<file path="src/rtl/lda_pkg.sv">
package lda_pkg;

    localparam int XLEN = 32;

    typedef enum logic [1:0] {
        SZ_BYTE = 2'd0,
        SZ_HALF = 2'd1,
        SZ_WORD = 2'd2
    } size_e;

    typedef enum logic [2:0] {
        AM_RJ,
        AM_R13RJ,
        AM_R14,
        AM_R15,
        AM_POP
    } amode_e;

    typedef enum logic [1:0] {
        DS_GPR,
        DS_SPR,
        DS_PS
    } dest_e;

    typedef enum logic [1:0] {
        ST_IDLE,
        ST_WAIT,
        ST_PSX,
        ST_WB
    } state_e;

    typedef struct packed {
        logic       valid;
        size_e      size;
        amode_e     mode;
        dest_e      dest;
        logic [3:0] dst;
        logic [7:0] off8;
        logic [3:0] off4;
    } dec_t;

endpackage

</file>
<file path="src/rtl/lda_decode.sv">
module lda_decode
    import lda_pkg::*;
#(
    parameter int SPR_COUNT = 6
) (
    input  logic [15:0] instr,
    output dec_t        dec
);

    localparam logic [3:0] SPR_LIMIT = 4'(SPR_COUNT);

    always_comb begin
        dec       = '0;
        dec.size  = SZ_WORD;
        dec.mode  = AM_RJ;
        dec.dest  = DS_GPR;
        dec.dst   = instr[3:0];
        dec.off8  = instr[11:4];
        dec.off4  = instr[7:4];
        case (instr[15:12])
            4'h2: begin dec.valid = 1'b1; dec.size = SZ_WORD; dec.mode = AM_R14; end
            4'h4: begin dec.valid = 1'b1; dec.size = SZ_HALF; dec.mode = AM_R14; end
            4'h6: begin dec.valid = 1'b1; dec.size = SZ_BYTE; dec.mode = AM_R14; end
            4'h0: begin
                case (instr[11:8])
                    4'h4: begin dec.valid = 1'b1; dec.size = SZ_WORD; dec.mode = AM_RJ;    end
                    4'h5: begin dec.valid = 1'b1; dec.size = SZ_HALF; dec.mode = AM_RJ;    end
                    4'h6: begin dec.valid = 1'b1; dec.size = SZ_BYTE; dec.mode = AM_RJ;    end
                    4'h0: begin dec.valid = 1'b1; dec.size = SZ_WORD; dec.mode = AM_R13RJ; end
                    4'h1: begin dec.valid = 1'b1; dec.size = SZ_HALF; dec.mode = AM_R13RJ; end
                    4'h2: begin dec.valid = 1'b1; dec.size = SZ_BYTE; dec.mode = AM_R13RJ; end
                    4'h3: begin dec.valid = 1'b1; dec.size = SZ_WORD; dec.mode = AM_R15;   end
                    4'h7: begin
                        dec.mode = AM_POP;
                        case (instr[7:4])
                            4'h0: begin dec.valid = 1'b1; dec.dest = DS_GPR; end
                            4'h8: begin
                                dec.valid = (instr[3:0] < SPR_LIMIT);
                                dec.dest  = DS_SPR;
                            end
                            4'h9: begin dec.valid = 1'b1; dec.dest = DS_PS; end
                            default: dec.valid = 1'b0;
                        endcase
                    end
                    default: dec.valid = 1'b0;
                endcase
            end
            default: dec.valid = 1'b0;
        endcase
    end

endmodule

</file>
<file path="src/rtl/lda_agen.sv">
module lda_agen
    import lda_pkg::*;
#(
    parameter int DW = 32
) (
    input  dec_t          dec,
    input  logic [DW-1:0] rj_val,
    input  logic [DW-1:0] r13_val,
    input  logic [DW-1:0] r14_val,
    input  logic [DW-1:0] r15_val,
    output logic [DW-1:0] addr
);

    logic [DW-1:0] soff;
    logic [DW-1:0] uoff;
    logic [DW-1:0] raw;
    logic [DW-1:0] low_mask;

    always_comb begin
        // signed frame offset scaled by the access size (shift = size code)
        soff     = {{(DW-8){dec.off8[7]}}, dec.off8} << dec.size;
        uoff     = {{(DW-6){1'b0}}, dec.off4, 2'b00};
        case (dec.mode)
            AM_RJ:    raw = rj_val;
            AM_R13RJ: raw = r13_val + rj_val;
            AM_R14:   raw = r14_val + soff;
            AM_R15:   raw = r15_val + uoff;
            default:  raw = r15_val;
        endcase
        low_mask = (DW'(1) << dec.size) - DW'(1);
        addr     = raw & ~low_mask;
    end

endmodule

</file>
<file path="src/rtl/lda_extend.sv">
module lda_extend
    import lda_pkg::*;
#(
    parameter int DW = 32
) (
    input  size_e         size,
    input  logic [DW-1:0] rdata,
    output logic [DW-1:0] value
);

    always_comb begin
        case (size)
            SZ_BYTE: value = DW'(rdata[7:0]);
            SZ_HALF: value = DW'(rdata[15:0]);
            default: value = rdata;
        endcase
    end

endmodule

</file>
<file path="src/rtl/lda_load_unit.sv">
module lda_load_unit
    import lda_pkg::*;
#(
    parameter int DW        = lda_pkg::XLEN,
    parameter int SPR_COUNT = 6
) (
    input  logic                         clk,
    input  logic                         rst_n,
    input  logic                         start,
    input  logic [15:0]                  instr,
    input  logic [DW-1:0]                rj_val,
    input  logic [DW-1:0]                r13_val,
    input  logic [DW-1:0]                r14_val,
    input  logic [DW-1:0]                r15_val,
    output logic                         ready,
    output logic                         mem_req,
    output logic [DW-1:0]                mem_addr,
    output logic [1:0]                   mem_size,
    input  logic                         mem_ack,
    input  logic [DW-1:0]                mem_rdata,
    output logic                         gpr_we,
    output logic [3:0]                   gpr_idx,
    output logic [DW-1:0]                gpr_data,
    output logic                         r15_we,
    output logic [DW-1:0]                r15_data,
    output logic                         spr_we,
    output logic [$clog2(SPR_COUNT)-1:0] spr_sel,
    output logic [DW-1:0]                spr_data,
    output logic                         ps_we,
    output logic [DW-1:0]                ps_data
);

    localparam int SELW = $clog2(SPR_COUNT);
    localparam logic [DW-1:0] SP_STEP = DW'(4);

    typedef struct packed {
        state_e        state;
        size_e         size;
        logic          pop;
        dest_e         dest;
        logic [3:0]    dst;
        logic [DW-1:0] addr;
        logic [DW-1:0] data;
        logic [DW-1:0] sp_next;
    } ctl_t;

    ctl_t          ctl_d, ctl_q;
    dec_t          dec;
    logic [DW-1:0] ea;
    logic [DW-1:0] ext;
    logic          wb;

    lda_decode #(.SPR_COUNT(SPR_COUNT)) u_dec (
        .instr (instr),
        .dec   (dec)
    );

    lda_agen #(.DW(DW)) u_agen (
        .dec     (dec),
        .rj_val  (rj_val),
        .r13_val (r13_val),
        .r14_val (r14_val),
        .r15_val (r15_val),
        .addr    (ea)
    );

    lda_extend #(.DW(DW)) u_ext (
        .size  (ctl_q.size),
        .rdata (mem_rdata),
        .value (ext)
    );

    always_comb begin
        ctl_d = ctl_q;
        case (ctl_q.state)
            ST_IDLE: begin
                if (start && dec.valid) begin
                    ctl_d.state   = ST_WAIT;
                    ctl_d.size    = dec.size;
                    ctl_d.pop     = (dec.mode == AM_POP);
                    ctl_d.dest    = dec.dest;
                    ctl_d.dst     = dec.dst;
                    ctl_d.addr    = ea;
                    ctl_d.sp_next = r15_val + SP_STEP;
                end
            end
            ST_WAIT: begin
                if (mem_ack) begin
                    ctl_d.data  = ext;
                    ctl_d.state = (ctl_q.dest == DS_PS) ? ST_PSX : ST_WB;
                end
            end
            ST_PSX:  ctl_d.state = ST_WB;
            default: ctl_d.state = ST_IDLE;
        endcase
    end

    always_ff @(posedge clk or negedge rst_n) begin
        if (!rst_n) ctl_q <= '0;
        else        ctl_q <= ctl_d;
    end

    assign wb       = (ctl_q.state == ST_WB);
    assign ready    = (ctl_q.state == ST_IDLE);
    assign mem_req  = (ctl_q.state == ST_WAIT);
    assign mem_addr = ctl_q.addr;
    assign mem_size = ctl_q.size;

    assign gpr_we   = wb && (ctl_q.dest == DS_GPR);
    assign gpr_idx  = ctl_q.dst;
    assign gpr_data = ctl_q.data;
    // loaded value wins over the post-increment when a pop targets R15
    assign r15_we   = wb && ctl_q.pop && !((ctl_q.dest == DS_GPR) && (ctl_q.dst == 4'hF));
    assign r15_data = ctl_q.sp_next;
    assign spr_we   = wb && (ctl_q.dest == DS_SPR);
    assign spr_sel  = ctl_q.dst[SELW-1:0];
    assign spr_data = ctl_q.data;
    assign ps_we    = wb && (ctl_q.dest == DS_PS);
    assign ps_data  = ctl_q.data;

    AST_REQ_HOLD: assert property (@(posedge clk) disable iff (!rst_n)
        mem_req && !mem_ack |=> mem_req && $stable(mem_addr) && $stable(mem_size));
    AST_ACK_ENDS_REQ: assert property (@(posedge clk) disable iff (!rst_n)
        mem_req && mem_ack |=> !mem_req);
    AST_ADDR_ALIGN: assert property (@(posedge clk) disable iff (!rst_n)
        mem_req |-> (mem_size == 2'd2 ? mem_addr[1:0] == 2'b00 :
                     mem_size == 2'd1 ? mem_addr[0] == 1'b0 : 1'b1));
    AST_R15_PRIORITY: assert property (@(posedge clk) disable iff (!rst_n)
        gpr_we && gpr_idx == 4'hF |-> !r15_we);
    AST_PS_EXCLUSIVE: assert property (@(posedge clk) disable iff (!rst_n)
        ps_we |-> !gpr_we && !spr_we && r15_we);
    AST_STROBE_SINGLE: assert property (@(posedge clk) disable iff (!rst_n)
        (gpr_we || spr_we || ps_we) |=> !(gpr_we || spr_we || ps_we));
    AST_BUSY_NOT_READY: assert property (@(posedge clk) disable iff (!rst_n)
        mem_req |-> !ready);
    AST_WRITE_ONE_HOT: assert property (@(posedge clk) disable iff (!rst_n)
        $onehot0({gpr_we, spr_we, ps_we}));

endmodule

</file>
<file path="config.mk">
export PLATFORM = sky130hd
export DESIGN_NAME = lda_load_unit
export DESIGN_NICKNAME = d
export VERILOG_FILES = /design/src/rtl/lda_pkg.sv /design/src/rtl/lda_decode.sv /design/src/rtl/lda_agen.sv /design/src/rtl/lda_extend.sv /design/src/rtl/lda_load_unit.sv
export SDC_FILE = /design/constraint.sdc
export NUM_CORES = 1
export LEC_CHECK = 0
export ABC_AREA = 1
export CAP_MARGIN = 20
export CORE_UTILIZATION = 40
export CTS_CLUSTER_SIZE = 20
export DETAILED_ROUTE_END_ITERATION = 12
export PLACE_DENSITY = 0.79
export SETUP_SLACK_MARGIN = 0.05
export SYNTH_ARGS = -nofsm -noshare
export SYNTH_HDL_FRONTEND = slang
export SYNTH_SLANG_ARGS = --single-unit
</file>
<file path="constraint.sdc">
create_clock -name clk -period 1.4 [get_ports clk]
set_input_delay 0.14 -clock clk [delete_from_list [all_inputs] [get_ports clk]]
set_output_delay 0.14 -clock clk [all_outputs]
set_load 0.01 [all_outputs]
</file>
==> impl_metrics.env, run 1 <==
export IMPL_synth_edf_count=0
export IMPL_cts_htree_levels=3
export IMPL_synth_cell_types=47
export IMPL_synth_cells=2245
export IMPL_ir_drop_v=0.0008581
export IMPL_die_height_um=183.7
export IMPL_period_needed_ps=2424
export IMPL_synth_compound_gate_area_share_pct=8.178
export IMPL_worstPathRequired_ps=1660
export IMPL_period_share_pct=173.2
export IMPL_fp_row_count=66
export IMPL_hold_path_class="in -> reg"
export IMPL_dp_slack_ps=-1938
export IMPL_dr_total_vias=16890
export IMPL_postRouteAntennaNets=0
export IMPL_crit_arrival_ps=2680
export IMPL_skew_ps=9.301
export IMPL_r2r_cells=9
export IMPL_port_buffers=354
export IMPL_initial_core_util_pct=40.58
export IMPL_crit_path_end_kind="flop"
export IMPL_p_sw_w=0.01040
export IMPL_post_synth_fa_ha_maj_area_fraction_pct=7.657
export IMPL_grt_max_degree=57
export IMPL_grt_antenna_before_repair=3
export IMPL_cts_tree="done"
export IMPL_critical_path_startpoint_type="input port"
export IMPL_instances_no_fill=3358
export IMPL_via_per_inst=5.028
export IMPL_reg2reg_slack_ps=-300
export IMPL_yosysSeqAreaShare_pct=20.28
export IMPL_r2r_start="ctl_q[105]"
export IMPL_dp_cells=3219
export IMPL_wirelength_mm=61.95
export IMPL_numCtsBuffers=9
export IMPL_coreArea_um2=32540
export IMPL_clock_fmax_ghz=0.4125
export IMPL_r2r_end="mem_addr[6]"
export IMPL_cts_buffer_depth=2
export IMPL_cts_sinks=107
export IMPL_synth_mux_area_share_pct=0
export IMPL_synth_top_family_by_area="simple AND/OR/NAND/NOR gates"
export IMPL_switching_share_pct=44.47
export IMPL_synth_area_per_cell_um2=5.881
export IMPL_crit_end="mem_addr[11]"
export IMPL_synth_xor_area_share_pct=1.990
export IMPL_die_w_um=183.7
export IMPL_setup_violations=112
export IMPL_worst_pin_slew_ps=428.5
export IMPL_hold_viol_final=0
export IMPL_synth_area_um2=13200
export IMPL_clkPwrFrac_pct=11.0
export IMPL_pin_count=355
export IMPL_maxCapViolations=0
export IMPL_worstSkewPairLatency_ps=360
export IMPL_placed_area_um2=19030
export IMPL_ys_warn_count=0
export IMPL_overflow=0
export IMPL_syn_nets=2504
export IMPL_clkTransAtPathRegs_ps=80
export IMPL_root_buffer="clkbuf_16"
export IMPL_status="finished with violations"
export IMPL_track_usage_pct=35.36
export IMPL_pwr_share_comb_pct=63.9
export IMPL_ys_flop_type="dfrtp_1"
export IMPL_hpwl_mm=47.43
export IMPL_area_delta_synth_final_pct=69.30
export IMPL_power_density_nw_per_um2=1046
export IMPL_report_final_slew_viol_count=0
export IMPL_fin_area_um2=22350
export IMPL_grt_pass1_vias=16490
export IMPL_layout_area_seq_um2=2698
export IMPL_pwr_share_seq_pct=25.1
export IMPL_multiInputGateArea_um2=9634
export IMPL_slew_headroom_pct=71.44
export IMPL_power_total_w=0.02338
export IMPL_fillCellCount=2764
export IMPL_ys_async_sr_fraction_pct=100.0
export IMPL_drc_errors=0
export IMPL_setup_ws_ps=-1024
export IMPL_cp_startpoint="instr[11]"
export IMPL_critical_path_class="in -> reg"
export IMPL_yosys_register_bits=107
export IMPL_synthSimpleGateAreaFrac_pct=41.34
export IMPL_firstDrtPassIters=6
export IMPL_wire_per_inst_um=18.45
export IMPL_power_internal_w=0.01298
export IMPL_drive_gt1_share_pct=32.91
export IMPL_final_nets=3168
export IMPL_p_leak_nw=12.07
export IMPL_drtIter0Drc=1059
export IMPL_violations="setup timing"
export IMPL_gp_congestion=1.036
export IMPL_die_area_um2=33740
export IMPL_grt_pass1_wl_mm=90.89
export IMPL_grt_setup_unrepaired="true"
export IMPL_crit_fanout=8
export IMPL_whs_ps=63.84
-- cells in the final DEF (no fill, tap or decap), types with 38 or more instances in the layout --
cell type and instances:
nand2_1 716, buf_4 424, inv_1 293, dlygate4sd2_1 148, clkdlybuf4s50_1 143, nor2_1 136, nand3_1 116, dfrtp_1 91
nand2_2 86, nand2_4 68, ha_1 62, a21oi_1 58, o21ai_2 45, buf_6 42, nand3_2 41, o21ai_1 38
-- synthesized netlist by cell type (all sizes together) (4+ instances only) --
master,number,share of area [%]
inv,319,9.1
a21boi,5,0.28
nand4,25,1.2
and2,8,0.38
nand3b,14,0.80
nor3,28,1.3
nand2,872,25
clkbuf,18,0.67
a21oi,72,2.8
o21bai,5,0.28
dfrtp,107,20
or2,16,0.76
nand3,165,6.4
o31ai,4,0.23
o211ai,4,0.27
nor2,169,5.3
nor4,4,0.19
xnor2,4,0.27
buf,193,11
o21ai,100,3.8
xor2,26,1.7
ha,76,7.2
-- timing repair --
action,in CTS,in global routing
endpoints found under the setup margin,278,144
setup buffers,79,26
resized for setup,662,263
cloned,21,3
hold buffers,1,0
pin swaps,116,125
endpoints found under the hold margin,107,0
-- power groups by stage --
stage / clock network (W) / logic [W] / registers (W)
6_report: 0.00257 / 0.0150 / 0.00586
5_1_grt: 0.00271 / 0.0160 / 0.00593
4_1_cts: 0.00262 / 0.0134 / 0.00565
3_5_place_dp: 0 / 0.0120 / 0.00578
3_3_place_gp: 0 / 0.0118 / 0.00578
2_1_floorplan: 0 / 0.00754 / 0.00512
-- worst max-delay path, stage by stage --
cell	delay (ps)
buf_12	110
nor3_4	250
o211ai_4	140
buf_6	160
o211ai_1	150
o21ai_1	120
ha_1	340
nand2_2	100
buf_6	130
nor2_4	120
buf_6	120
buf_6	100
nand2_4	50
nand2_4	80
a21oi_2	60
o21ai_2	80
buf_4	140
nand4_1	130
nand2_1	100
nand2_1	50
-- per-stage QoR --
stage	util [%]	setup TNS [ps]
6_report	68.70	-37480
4_1_cts	65.89	-33230
3_3_place_gp	58.49	-86860
5_1_grt	68.70	-44990
2_1_floorplan	-	-23410
3_5_place_dp	58.49	-89020
-- final cells by class --
type	count	area share, %
repair buffers	861	35.33
clock buffers	10	1.024
clock inverters	6	0.2743
well taps	442	2.474
repair inverters	2	0.07276
inverters	320	5.636
flip-flops and latches	107	12.07
diodes	2	0.02239
multi-input cells	1608	43.10
-- cell families after synthesis --
logic type / after synthesis
buffers and inverters: 531
adders and majority gates: 79
and+or+nand+nor: 1301
DFF: 107
xor gates and xnor gates: 30
AOI/OAI and AO/OA: 197
-- sequential cells by signal, indices dropped and copies added, names as in the netlist --
name / cells
ctl_q: 5
gpr_data: 32
gpr_idx: 4
mem_addr: 32
mem_size: 2
r15_data: 32
-- routing by layer --
layer	vias to the layer above	GRT usage [%]	wire (um)
met1	7814	43.32	25070
met4	0	17.10	3307
met5	-	0	0
met3	168	5.190	4431
met2	732	60.53	29140
li1	8171	-	-
-- worst min path at each step --
stage | start | endpoint | slack [ps] | cells past startpoint
6_report | instr[2] | gpr_idx[2] | 60 | 3
5_1_grt | instr[2] | gpr_idx[2] | 110 | 3
4_1_cts | rst_n | gpr_data[1] | 180 | 2
3_5_place_dp | rst_n | gpr_data[1] | 20 | 1
3_3_place_gp | rst_n | gpr_data[5] | 20 | 1
2_1_floorplan | rst_n | ctl_q[100] | -160 | 0
(Power assumes the default switching activity.)
==> run 2: changes to the inputs <==
CORE_ASPECT_RATIO = 0.7   (was not set)
==> run 2 against run 1 <==
Net effect: clock power increased by 5%; power down 1.4%; fmax decreased by 1.3%; sequential cell count unchanged; utilization fell by 0.32 points; largest cell class unchanged; critical path depth is 2 lower; the flow still finishes with violations (setup timing); wire length is 3.1% higher.
==> impl_metrics.env, run 2 (synthesized netlist as in run 1, its figures left out) <==
export IMPL_wl_met2_mm=29.33
export IMPL_cts_tree="done"
export IMPL_port_buffers=354
export IMPL_track_usage_pct=35.01
export IMPL_final_cell_mix="711 x nand2_1, 396 x buf_4, 292 x inv_1, 163 x dlygate4sd2_1, 151 x clkdlybuf4s50_1"
export IMPL_dr_total_vias=17380
export IMPL_wirelength_mm=63.89
export IMPL_grt_pass1_wl_mm=90.28
export IMPL_drtIter0Drc=1812
export IMPL_die_w_um=219.2
export IMPL_postRouteAntennaNets=0
export IMPL_critical_path_class="in -> reg"
export IMPL_ir_drop_v=0.0009335
export IMPL_firstDrtPassIters=6
export IMPL_coreArea_um2=32410
export IMPL_hpwl_mm=46.63
export IMPL_cts_buffer_depth=2
export IMPL_setup_ws_ps=-1057
export IMPL_numCtsBuffers=9
export IMPL_switching_share_pct=44.58
export IMPL_pwr_share_seq_pct=25.3
export IMPL_die_height_um=154.0
export IMPL_fp_row_count=55
export IMPL_slew_headroom_pct=67.81
export IMPL_routed_top_layer="met4"
export IMPL_overflow=0
export IMPL_final_common_cell="nand2_1"
export IMPL_drc_errors=0
export IMPL_worstPathRequired_ps=1670
export IMPL_gp_congestion=1.012
export IMPL_power_total_w=0.02305
export IMPL_skew_ps=9.281
export IMPL_wl_met3_mm=5.316
export IMPL_via_per_inst=5.233
export IMPL_pwr_share_comb_pct=63.0
export IMPL_drive_gt1_share_pct=32.33
export IMPL_clock_fmax_ghz=0.4070
export IMPL_p_leak_nw=11.99
export IMPL_crit_arrival_ps=2730
export IMPL_instances_no_fill=3321
export IMPL_hold_viol_final=0
export IMPL_worstSkewPairLatency_ps=390
export IMPL_status="finished with violations"
export IMPL_final_util_pct=68.38
export IMPL_clkTransAtPathRegs_ps=80
export IMPL_crit_fanout=5
export IMPL_setup_violations=113
export IMPL_clkPwrFrac_pct=11.8
export IMPL_grt_pass1_vias=16320
export IMPL_report_final_slew_viol_count=0
export IMPL_area_delta_synth_final_pct=67.87
export IMPL_grt_max_degree=37
export IMPL_cts_sinks=107
export IMPL_die_area_um2=33750
export IMPL_worst_pin_slew_ps=481.0
export IMPL_wire_per_inst_um=19.24
export IMPL_dp_cells=3211
export IMPL_period_needed_ps=2457
export IMPL_p_sw_w=0.01028
export IMPL_power_density_nw_per_um2=1040
export IMPL_grt_antenna_before_repair=2
export IMPL_initial_core_util_pct=40.74
export IMPL_wl_met1_mm=26.59
export IMPL_crit_path_end_kind="flop"
export IMPL_maxCapViolations=0
export IMPL_grt_setup_unrepaired="true"
export IMPL_power_internal_w=0.01277
export IMPL_final_nets=3146
export IMPL_violations="setup timing"
export IMPL_pin_count=355
export IMPL_root_buffer="clkbuf_16"
export IMPL_critical_path_startpoint_type="input port"
export IMPL_period_share_pct=175.5
export IMPL_cts_htree_levels=3
export IMPL_hold_path_class="in -> reg"
[run 2: changes by cell type in the layout (fill, tap and decap cells not counted), moves of 10 or more]
cell	previous run	this run
buf_6	42	55
dfrtp_2	16	6
buf_4	424	396
nand2_2	86	100
dlygate4sd2_1	148	163
dfrtp_1	91	101
clkdlybuf4s15_1	30	20
[run 2: repair_timing]
action                                  in CTS  in global routing
cloned                                      15                  0
buffers inserted                            54                 42
pin swaps                                  108                104
endpoints found under the setup margin     278                129
endpoints found under the hold margin       17                  0
resized for setup                          603                311
hold buffers                                 1                  0
[run 2: metal layers]
layer / track usage, % / vias up
met5: 0 / -
met4: 10.28 / 0
met3: 5.816 / 208
met2: 56.96 / 913
met1: 47.34 / 8143
li1: - / 8114
[run 2: metrics by stage]
step	worst slack [ps]	hold slack, ps	area, um^2	setup TNS, ps
after floorplan	-913.4	-155.6	13410	-23410
after global placement	-1907	90.09	19050	-95230
after detailed placement	-1962	89.79	19050	-98080
after CTS	-931.2	220.1	21060	-35950
after global routing	-1137	140.8	22170	-52350
final	-1057	137.1	22170	-46820
[run 2: power groups by stage]
stage	clock network, W	registers (W)	logic, W
after CTS	0.00270	0.00554	0.0128
after global routing	0.00285	0.00593	0.0154
after global placement	0	0.00555	0.0118
final	0.00271	0.00582	0.0145
after floorplan	0	0.00512	0.00754
after detailed placement	0	0.00557	0.0120
[run 2: final timing paths]
| check | slack, ps | start | cells after the start | endpoint |
|---|---|---|---|---|
| worst min-delay path | 140 | r15_val[2] | 3 | r15_data[2] |
| worst min register to register | 490 | r15_data[14] | 2 | r15_data[14] |
| worst max register to register | -480 | ctl_q[105] | 10 | mem_addr[19] |
| worst max-delay path | -1060 | instr[11] | 18 | mem_addr[10] |
| min in group asynchronous | 230 | rst_n | 2 | r15_data[22] |
| max in group asynchronous | 570 | rst_n | 3 | mem_addr[23] |
[run 2: critical path: stages]
cell      delay [ps]
buf_12           110
nor3_4           270
o211ai_4         160
o21ai_0          220
inv_1            120
o21ai_2          290
ha_4             270
nand2_2          120
inv_1             80
nand2_1           60
nand2_1           50
nand2_1           50
nand3b_1         170
or2_4            310
nand3_4           70
nand3b_1          80
nand2_1           70
nand2_1           50
[run 2: final cells by class]
cell class / instances / area, um^2
diodes: 2 / 5.005
clock buffers: 12 / 256.5
clock inverters: 4 / 31.28
fillers: 2663 / 10250
inverters: 320 / 1272
multi-input cells: 1608 / 9693
flip-flops and latches: 107 / 2685
well taps: 427 / 534.3
repair buffers: 841 / 7687
==> run 3: changes to the inputs <==
TNS_END_PERCENT = 5   (was not set)
==> run 3 against run 2 <==
Net effect: the run still ends with setup timing left; power shrank 12%; via count shrank 5.3%; sequential share of layout area grew 1.0 points; combinational power shrank 20%; design area shrank 7.6%; global-route usage shrank 1.8 points; wire length shrank 8.9%; cell count shrank 2.3%; worst setup slack gained 18 ps; sequential power shrank 4.8%; die area is the same; clock-buffer cell count shrank 3; critical endpoint is now mem_addr[29]; largest cell class unchanged.
==> impl_metrics.env, run 3 (synthesized netlist as in run 1, its figures left out) <==
export IMPL_slew_headroom_pct=66.59
export IMPL_cts_sinks=107
export IMPL_hpwl_mm=47.84
export IMPL_worst_pin_slew_ps=500.5
export IMPL_clkTransAtPathRegs_ps=90
export IMPL_reg2reg_slack_ps=-310
export IMPL_initial_core_util_pct=40.74
export IMPL_skew_ps=13.70
export IMPL_maxCapViolations=0
export IMPL_coreArea_um2=32410
export IMPL_pwr_share_seq_pct=27.4
export IMPL_port_buffers=354
export IMPL_placed_area_um2=19020
export IMPL_clkPwrFrac_pct=15.4
export IMPL_grt_setup_unrepaired="true"
export IMPL_period_share_pct=174.2
export IMPL_area_delta_synth_final_pct=55.04
export IMPL_worstPathRequired_ps=1680
export IMPL_postRouteAntennaNets=0
export IMPL_instances_no_fill=3244
export IMPL_crit_chain="buf_12 -> nor3_4 -> buf_6 -> o211ai_4 -> o211ai_1 -> o21ai_2 -> buf_4 -> ha_4 -> nand2_4 -> inv_1 -> nand2_1 -> nand2_2 -> a21oi_4 -> nand2_4 -> buf_12 -> nand2_4 -> nand3_2 -> nand3_2 -> nand3_2 -> nand2_1 -> nand2_1"
export IMPL_cts_buffer_depth=2
export IMPL_wl_met3_mm=4.675
export IMPL_power_internal_w=0.01153
export IMPL_dp_slack_ps=-2029
export IMPL_drtIter0Drc=1612
export IMPL_ir_drop_v=0.0008464
export IMPL_wl_met1_mm=26.16
export IMPL_critical_path_startpoint_type="input port"
export IMPL_wirelength_mm=58.23
export IMPL_power_density_nw_per_um2=988.8
export IMPL_cts_htree_levels=3
export IMPL_setup_violations=70
export IMPL_track_usage_pct=33.26
export IMPL_fp_row_count=55
export IMPL_pwr_share_comb_pct=57.2
export IMPL_setup_ws_ps=-1039
export IMPL_crit_slowest_cell="o211ai_1"
export IMPL_die_height_um=154.0
export IMPL_period_needed_ps=2439
export IMPL_dr_total_vias=16460
export IMPL_critical_path_class="in -> reg"
export IMPL_wl_met2_mm=26.12
export IMPL_hold_viol_final=0
export IMPL_report_final_slew_viol_count=0
export IMPL_numCtsBuffers=9
export IMPL_grt_antenna_before_repair=0
export IMPL_worstSkewPairLatency_ps=380
export IMPL_diodes=0
export IMPL_grt_pass1_vias=15410
export IMPL_switching_share_pct=43.02
export IMPL_drive_gt1_share_pct=25.10
export IMPL_dp_cells=3204
export IMPL_grt_pass1_wl_mm=86.06
export IMPL_pin_count=355
export IMPL_routed_top_layer="met4"
export IMPL_clock_fmax_ghz=0.4100
export IMPL_fin_area_um2=20470
export IMPL_max_stage_delay_ps=280
export IMPL_crit_path_end_kind="flop"
export IMPL_die_area_um2=33750
export IMPL_p_sw_w=0.008708
export IMPL_grt_max_degree=68
export IMPL_final_common_cell="nand2_1"
export IMPL_cts_tree="done"
export IMPL_overflow=0
export IMPL_hold_path_class="in -> reg"
export IMPL_crit_fanout=5
export IMPL_root_buffer="clkbuf_16"
export IMPL_gp_congestion=1.017
export IMPL_p_leak_nw=11.38
export IMPL_final_nets=3072
export IMPL_violations="setup timing"
export IMPL_crit_arrival_ps=2720
export IMPL_firstDrtPassIters=6
export IMPL_status="finished with violations"
export IMPL_wire_per_inst_um=17.95
export IMPL_final_cell_mix="795 x nand2_1, 377 x buf_4, 293 x inv_1, 178 x dlygate4sd2_1, 147 x clkdlybuf4s50_1"
export IMPL_die_w_um=219.2
export IMPL_final_util_pct=63.16
export IMPL_tns_ps=-31490
export IMPL_drc_errors=0
export IMPL_via_per_inst=5.074
run 3: changes by cell type in the layout (fill, tap and decap cells not counted), moves of 11 or more:
cell	delta
clkdlybuf4s15_1	-12
buf_6	-34
a21oi_1	+11
o21ai_0	+37
o21ai_2	-37
nand3_1	+11
nand2_2	-46
buf_4	-19
dlygate4sd2_1	+15
nand2_4	-39
nand2_1	+84
run 3: area by class of cell:
type                    instances  area [um^2]
clock buffers                   9        225.2
clock inverters                 6        118.9
fillers                      2978        11940
inverters                     320         1234
multi-input cells            1608         8949
flip-flops and latches        107         2686
well taps                     427        534.3
repair buffers                766         6716
repair inverters                1        7.507
run 3: routing by layer:
metal  vias to the layer above  track usage, %
li1                       7969               -
met1                      7722           47.05
met2                       686           52.31
met3                        83           5.361
met4                         0           8.433
met5                         -               0
run 3: path summary, 6_finish.rpt:
check,start,end,depth (start not counted)
min,instr[3],gpr_idx[3],3
max in group asynchronous,rst_n,mem_addr[23],3
max,instr[11],mem_addr[29],21
min reg2reg,r15_data[13],r15_data[13],2
min in group asynchronous,rst_n,r15_data[22],2
max reg2reg,ctl_q[105],mem_addr[17],8
run 3: repair_timing:
action,in CTS,in global routing
resized for setup,372,202
pin swaps,58,85
hold buffers,1,0
setup endpoints to repair,280,113
cloned,2,0
hold endpoints to repair,15,0
buffers inserted,16,8
run 3: power groups by stage:
stage               registers (W)  logic [W]  clock network [W]
floorplan                 0.00510    0.00743                  0
global placement          0.00557     0.0118                  0
detailed placement        0.00560     0.0120                  0
CTS                       0.00551     0.0110            0.00315
global route              0.00568     0.0126            0.00326
finish                    0.00554     0.0116            0.00312
run 3: per-stage QoR:
| stage | hold slack (ps) | power [W] |
|---|---|---|
| after global placement | 85.21 | 0.01738 |
| after CTS | 127.9 | 0.01966 |
| final | 144.0 | 0.02024 |
| after detailed placement | 92.33 | 0.01762 |
| after floorplan | -155.6 | 0.01253 |
| after global routing | 166.8 | 0.02149 |
run 3: critical path: cells and delay by family:
kind	cells	cell delay, ps
simple gates	11	1050
compound gates	4	660
buf+inv	5	600
fa+ha+maj	1	260
